`src/rtl/cond_sum_prefix_pkg.sv`:
```
package cond_sum_prefix_pkg;

    localparam int SLICE_W = 8;

    typedef enum int {
        TOPO_KOGGE_STONE  = 0,
        TOPO_LADNER_FISCH = 1,
        TOPO_BRENT_KUNG   = 2,
        TOPO_HAN_CARLSON  = 3,
        TOPO_HYB_114      = 4,
        TOPO_HYB_122      = 5,
        TOPO_HYB_112      = 6
    } pfx_topo_e;

    localparam int TOPO_COUNT = 7;

    typedef struct packed {
        logic g;
        logic p;
    } gp_t;

    // Fan-out per level for the regular-fan-out family.
    function automatic int pfx_fanout(pfx_topo_e topo, int lvl);
        int f;
        case (topo)
            TOPO_LADNER_FISCH: f = 1 << lvl;
            TOPO_HYB_114:      f = (lvl == 2) ? 4 : 1;
            TOPO_HYB_122:      f = (lvl == 0) ? 1 : 2;
            TOPO_HYB_112:      f = (lvl == 2) ? 2 : 1;
            default:           f = 1;
        endcase
        if (f > (1 << lvl)) f = 1 << lvl;
        return f;
    endfunction

    // Index of the lower-significance partner of node i at level lvl,
    // or -1 when the node just passes its value on.
    function automatic int pfx_link(pfx_topo_e topo, int lvl, int i, int lg);
        int d;
        int k;
        int f;
        case (topo)
            TOPO_BRENT_KUNG: begin
                if (lvl < lg) begin
                    d = 1 << lvl;
                    if (((i + 1) % (2 * d)) == 0) return i - d;
                end else begin
                    k = lg - 2 - (lvl - lg);
                    if (k >= 0) begin
                        d = 1 << k;
                        if ((((i + 1) % (2 * d)) == d) && (i >= 2 * d)) return i - d;
                    end
                end
            end
            TOPO_HAN_CARLSON: begin
                if (lvl == 0) begin
                    if ((i % 2) == 1) return i - 1;
                end else if (lvl < lg) begin
                    d = 1 << lvl;
                    if (((i % 2) == 1) && (i >= d + 1)) return i - d;
                end else if (lvl == lg) begin
                    if (((i % 2) == 0) && (i >= 2)) return i - 1;
                end
            end
            default: begin
                if (lvl < lg) begin
                    d = 1 << lvl;
                    f = pfx_fanout(topo, lvl);
                    if (i >= d) return ((i - d) / f) * f + f - 1;
                end
            end
        endcase
        return -1;
    endfunction

endpackage

```
`src/rtl/pfx_bit_cell.sv`:
```
module pfx_bit_cell
    import cond_sum_prefix_pkg::*;
(
    input  logic a_i,
    input  logic b_i,
    output gp_t  gp_o
);
    assign gp_o.g = a_i & b_i;
    assign gp_o.p = a_i ^ b_i;


    always_comb begin
        bit_excl_chk: assert (!(gp_o.g && gp_o.p))
            else $error("bit cell drives generate and propagate together");
    end
endmodule

```
`src/rtl/pfx_node.sv`:
```
module pfx_node
    import cond_sum_prefix_pkg::*;
(
    input  gp_t hi_i,
    input  gp_t lo_i,
    output gp_t gp_o
);
    assign gp_o.g = hi_i.g | (hi_i.p & lo_i.g);
    assign gp_o.p = hi_i.p & lo_i.p;


    always_comb begin
        if (!(hi_i.g && hi_i.p) && !(lo_i.g && lo_i.p)) begin
            node_excl_chk: assert (!(gp_o.g && gp_o.p))
                else $error("prefix node merged into generate and propagate both set");
        end
    end
endmodule

```
`src/rtl/pfx_network.sv`:
```
module pfx_network
    import cond_sum_prefix_pkg::*;
#(
    parameter int        WIDTH = SLICE_W,
    parameter pfx_topo_e TOPO  = TOPO_KOGGE_STONE
) (
    input  gp_t [WIDTH-1:0] bit_i,
    output gp_t [WIDTH-1:0] pre_o
);
    localparam int LG     = $clog2(WIDTH);
    localparam int LEVELS = (2 * LG) - 1;

    gp_t [WIDTH-1:0] stage [LEVELS+1];

    assign stage[0] = bit_i;

    for (genvar lv = 0; lv < LEVELS; lv++) begin : g_lvl
        for (genvar i = 0; i < WIDTH; i++) begin : g_bit
            localparam int SRC = pfx_link(TOPO, lv, i, LG);
            if (SRC >= 0) begin : g_node
                pfx_node u_node (
                    .hi_i (stage[lv][i]),
                    .lo_i (stage[lv][SRC]),
                    .gp_o (stage[lv+1][i])
                );
            end else begin : g_pass
                assign stage[lv+1][i] = stage[lv][i];
            end
        end
    end

    assign pre_o = stage[LEVELS];

    // top position must agree with a direct fold of the bit terms
    logic fold_g;
    logic fold_p;
    always_comb begin
        fold_g = 1'b0;
        fold_p = 1'b1;
        for (int j = 0; j < WIDTH; j++) begin
            fold_g = bit_i[j].g | (bit_i[j].p & fold_g);
            fold_p = fold_p & bit_i[j].p;
        end
    end


    always_comb begin
        top_gen_chk: assert (pre_o[WIDTH-1].g == fold_g)
            else $error("prefix network top generate mismatch");
    end

    always_comb begin
        top_prop_chk: assert (pre_o[WIDTH-1].p == fold_p)
            else $error("prefix network top propagate mismatch");
    end
endmodule

```
`src/rtl/pfx_sum_select.sv`:
```
module pfx_sum_select
    import cond_sum_prefix_pkg::*;
#(
    parameter int WIDTH = SLICE_W
) (
    input  gp_t [WIDTH-1:0]  bit_i,
    input  gp_t [WIDTH-1:0]  pre_i,
    output logic [WIDTH-1:0] sum0_o,
    output logic [WIDTH-1:0] sum1_o
);
    assign sum0_o[0] = bit_i[0].p;
    assign sum1_o[0] = ~bit_i[0].p;

    for (genvar i = 1; i < WIDTH; i++) begin : g_sum
        assign sum0_o[i] = bit_i[i].p ^ pre_i[i-1].g;
        assign sum1_o[i] = bit_i[i].p ^ (pre_i[i-1].g | pre_i[i-1].p);
    end
endmodule

```
`src/rtl/cond_sum_prefix_slice.sv`:
```
module cond_sum_prefix_slice
    import cond_sum_prefix_pkg::*;
#(
    parameter int        WIDTH = SLICE_W,
    parameter pfx_topo_e TOPO  = TOPO_KOGGE_STONE
) (
    input  logic [WIDTH-1:0] opa_i,
    input  logic [WIDTH-1:0] opb_i,
    output logic [WIDTH-1:0] sum_c0_o,
    output logic [WIDTH-1:0] sum_c1_o,
    output logic             grp_gen_o,
    output logic             grp_prop_o
);
    gp_t [WIDTH-1:0] bit_gp;
    gp_t [WIDTH-1:0] pre_gp;

    for (genvar i = 0; i < WIDTH; i++) begin : g_ha
        pfx_bit_cell u_ha (
            .a_i  (opa_i[i]),
            .b_i  (opb_i[i]),
            .gp_o (bit_gp[i])
        );
    end

    pfx_network #(
        .WIDTH (WIDTH),
        .TOPO  (TOPO)
    ) u_net (
        .bit_i (bit_gp),
        .pre_o (pre_gp)
    );

    pfx_sum_select #(
        .WIDTH (WIDTH)
    ) u_sel (
        .bit_i  (bit_gp),
        .pre_i  (pre_gp),
        .sum0_o (sum_c0_o),
        .sum1_o (sum_c1_o)
    );

    assign grp_gen_o  = pre_gp[WIDTH-1].g;
    assign grp_prop_o = pre_gp[WIDTH-1].p;


    always_comb begin
        carry_sum_chk: assert ({grp_gen_o, sum_c0_o} == ({1'b0, opa_i} + {1'b0, opb_i}))
            else $error("carry-in-0 sum or carry out wrong");
    end

    always_comb begin
        sum_pair_chk: assert (sum_c1_o == WIDTH'(sum_c0_o + 1'b1))
            else $error("carry-in-1 sum is not one above carry-in-0 sum");
    end

    always_comb begin
        grp_excl_chk: assert (!(grp_gen_o && grp_prop_o))
            else $error("group generate and propagate both set");
    end
endmodule

```
`config.mk`:
```
export PLATFORM = sky130hd
export DESIGN_NAME = cond_sum_prefix_slice
export DESIGN_NICKNAME = d
export VERILOG_FILES = /design/src/rtl/cond_sum_prefix_pkg.sv /design/src/rtl/pfx_bit_cell.sv /design/src/rtl/pfx_node.sv /design/src/rtl/pfx_network.sv /design/src/rtl/pfx_sum_select.sv /design/src/rtl/cond_sum_prefix_slice.sv
export SDC_FILE = /design/constraint.sdc
export NUM_CORES = 1
export LEC_CHECK = 0
export BUFFER_PORTS_ARGS = -buffer_cell sky130_fd_sc_hd__buf_4
export CORE_AREA = 3 3 40 42
export DETAILED_ROUTE_END_ITERATION = 7
export DIE_AREA = 0 0 43 45
export MAX_ROUTING_LAYER = met4
export PLACE_DENSITY = 0.76
export SYNTH_ARGS = -nofsm -noshare
export SYNTH_HDL_FRONTEND = slang
export SYNTH_SLANG_ARGS = --single-unit
```
`constraint.sdc`:
```
create_clock -name vclk -period 1.6
set_input_delay 0.08 -clock vclk [all_inputs]
set_output_delay 0.08 -clock vclk [all_outputs]
set_load 0.05 [all_outputs]
```
==> metrics.csv, run 1 <==
metric;value;unit
post-synthesis cell type count;28;
detailed placer's ending HPWL;1714;um
Fail Step;5_1_grt;
chip width;43;um
Final GP Congestion;0.7883;
Die Ht;45;um
main area contributors after synthesis;ha_1 (21%), xnor2_1 (12%), a21oi_1 (5.7%), inv_1 (5.7%), nor2_1 (5.7%);
worst_ep grt;grp_gen_o;
net count after synthesis;102;
leading area contributor after synthesis;ha_1;
pin count of the biggest net entering global routing;8;
Initial Utilization;40.99;%
synthesized area;526.8;um2
Post-Syn Area per Cell;6.931;um2
Rows;13;
IO Pins;34;
WEP type;primary output;
top-area cell type share of the netlist area;21.38;%
I/O Buffers;34;
sequential fraction of the synthesis area;0;%
post-synthesis cell count;76;
cts hold-fix bufs;0;
Log Error;[ERROR DPL-0038] Utilization greater than 100%, impossible to legalize;
status;stopped before the end;
yosys warns;0;
-- cells in the mapped netlist, drive strengths merged (2+ instances only) --
library cell and n:
and3 2, and2 2, nor3 3, xnor2 7
xor2 2, ha 9, mux2i 2, a21oi 7
inv 8, a21boi 2, nand2 7, o21ai 3
nor2 8, nand2b 2, buf 2
-- per-stage QoR --
stage	worst slack (ns)	util (%)	instances	area, um2	setup TNS (ns)
floorplan	-0.1397	-	76	681.9	-0.2727
global placement	-0.09244	85.98	145	1105	-0.6922
detailed placement	-0.1633	85.98	145	1105	-1.053
CTS	-0.03324	95.52	146	1227	-0.03875
-- kinds of logic after synthesis --
kind of cell,count (synthesis),synth area share [%]
muxes,2,3.801
AOI/OAI and AO/OA,17,21.14
buffers and inverters,10,8.788
and+or+nand+nor,28,26.13
adders and majority gates,10,25.18
xor gates and xnor gates,9,14.97
-- timing repair --
item | in CTS
endpoints found under the setup margin | 11
buffers inserted | 2
endpoints found under the hold margin | 0
resized for setup | 23
cloned | 0
pin swaps | 10
==> run 2: changes to the inputs <==
CORE_AREA = 3 3 64 66   (was 3 3 40 42)
DIE_AREA = 0 0 67 69   (was 0 0 43 45)
MAX_ROUTING_LAYER = unset   (was met4)
PLACE_DENSITY = unset   (was 0.76)
PLACE_DENSITY_LB_ADDON = 0.15   (was unset)
==> metrics.csv, run 2 <==
metric;value;unit;change
status;finished with violations;;
violated checks;negative setup slack;;
# diodes;0;;
pin count of the biggest net entering global routing;7;;
area post-placement;1146;um2;+3.7%
clkbuf count;0;;
final setup margin;-0.001347;ns;
final worst path period need;1.601;ns;
worst path arrival time;1.52;ns;
cell area power density;713.3;nW/um2;
worst-path cell chain;buf_8 -> ha_4 -> inv_2 -> fa_2 -> nand2b_4 -> a21oi_4 -> buf_6 -> a31oi_4 -> a21oi_4 -> buf_6;;
Hold Path Class;in2out;;
CP max stage cell;fa_2;;
net count after synthesis;102;;unchanged
RSZ-0062 raised after global routing;true;;
grt ovf;0;;
most frequent cells in the layout;buf_4 (48), inv_1 (7), buf_6 (7);;
I/O Buffers;34;;unchanged
CORE AREA;3633;um2;
top-area cell type share of the netlist area;21.38;%;unchanged
NumNets Final;158;;
Die Ht;69;um;+53%
IO Pins;34;;unchanged
initial antenna violation count;0;;
Area Growth Syn to Fin;143.2;%;
final WL;1852;um;
max cap viols;0;;
FF+latch count;0;;
first-pass GRT wire length;3167;um;
VDD IR max;0.1926;mV;
CP Capture Type;output port;;
Max-slew headroom;77.09;%;
number of routed nets with antenna violations;0;;
fmax;624.5;MHz;
Crit Path Max Fanout;4;;
period utilisation layout;100.1;%;
commonest cells in the netlist;ha_1 (9), inv_1 (8), nor2_1 (8);;
average wire per standard cell;10.40;um;
leading area contributor after synthesis;ha_1;;
fraction of layout cells with a size suffix above 1;69.23;%;
post-synthesis cell type count;28;;unchanged
Fin. Hold Viols;0;;
synthesized area;526.8;um2;unchanged
CP Launch Type;input port;;
die area;4623;um2;
main area contributors after synthesis;ha_1 (21%), xnor2_1 (12%), a21oi_1 (5.7%), inv_1 (5.7%), nor2_1 (5.7%);;
DR vias/cell;3.933;;
detailed placer's ending HPWL;1652;um;-3.6%
Slowest Stage Delay on Critical Path;0.33;ns;
Final GP Congestion;0.6621;;-16%
LEAKAGE;0.5881;nW;
cts hold-fix bufs;0;;unchanged
DR pass1 iterations;2;;
Worst Path Required;1.52;ns;
post-synthesis cell count;76;;unchanged
DRT iter0 DRCs;5;;
commonest non-fill, non-tap cell in the layout;buf_4;;
Rows;22;;+9
yosys warns;0;;unchanged
Crit Path Class;in2out;;
fin area;1281;um2;
Final setup violation count;1;;
Register Area;0;um2;
most common cell in the netlist;ha_1;;
gr usage total;8.053;%;
Post-Syn Area per Cell;6.931;um2;unchanged
Max Slew Vio Count;0;;
chip width;67;um;+56%
dpl ws;-0.1437;ns;+0.01960 ns
routed vias;700;;
Initial Utilization;14.50;%;-26 points
drt drc;0;;
vias in the first global route;685;;
sequential fraction of the synthesis area;0;%;unchanged
Worst Tran Pin Value;0.3437;ns;
run 2: critical path: cells and delay by family:
kind | cells | cell delay [ns]
AO/OA/AOI/OAI | 3 | 0.39
adder cells (fa/ha/maj) | 2 | 0.45
buffers and inverters | 4 | 0.45
AND/OR/NAND/NOR | 1 | 0.15
run 2: stage by stage:
stage | TNS, ns | hold WS (ns) | power (mW) | std cells | utilization, %
after floorplan | -0.2727 | 0.5240 | 0.5860 | 76 | -
after global routing | -0.1094 | 0.7268 | 0.9696 | 178 | 35.26
after global placement | -0.8167 | 0.7377 | 0.8475 | 178 | 31.54
after CTS | -0.01201 | 0.7120 | 0.9062 | 178 | 34.50
final | -0.001347 | 0.7071 | 0.9139 | 178 | 35.26
after detailed placement | -0.7904 | 0.7422 | 0.8518 | 178 | 31.54
run 2: final cells by class:
type / count / area (um2)
fillers: 391 / 2352
multi-input cells: 66 / 737.0
repair buffers: 56 / 454.2
well taps: 48 / 60.06
inverters: 8 / 30.03
run 2: path summary, 6_finish.rpt:
kind | cells after the start | start | to
setup / recovery | 10 | opb_i[0] | grp_gen_o
hold / removal | 5 | opb_i[0] | sum_c1_o[1]
run 2: logic make-up after synthesis:
logic type                 Yosys count  share of synthesized area (%)
and+or+nand+nor                     28                          26.13
AOI/OAI and AO/OA                   17                          21.14
adders and majority gates           10                          25.18
buffers and inverters               10                          8.788
xor gates and xnor gates             9                          14.97
muxes                                2                          3.801
run 2: what timing repair did:
item / 4_1_cts / 5_1_grt
endpoints found under the hold margin: 0 / 0
resized for setup: 19 / 9
endpoints found under the setup margin: 11 / 8
pin swaps: 7 / 2
buffers inserted: 1 / 0
run 2: routing by layer:
metal  track usage [%]  wire [um]  vias to the layer above
met5                 0          0                        -
met4                 0          0                        0
met3            0.1629         88                        0
met2             14.52        914                       17
met1             11.15        849                      312
li1                  -          -                      371
run 2: report_power, final:
| group | internal, mW | switching [mW] | total (mW) |
|---|---|---|---|
| clock | 0 | 0 | 0 |
| combinational | 0.376 | 0.538 | 0.914 |
| sequential | 0 | 0 | 0 |
(Power assumes the default switching activity.)
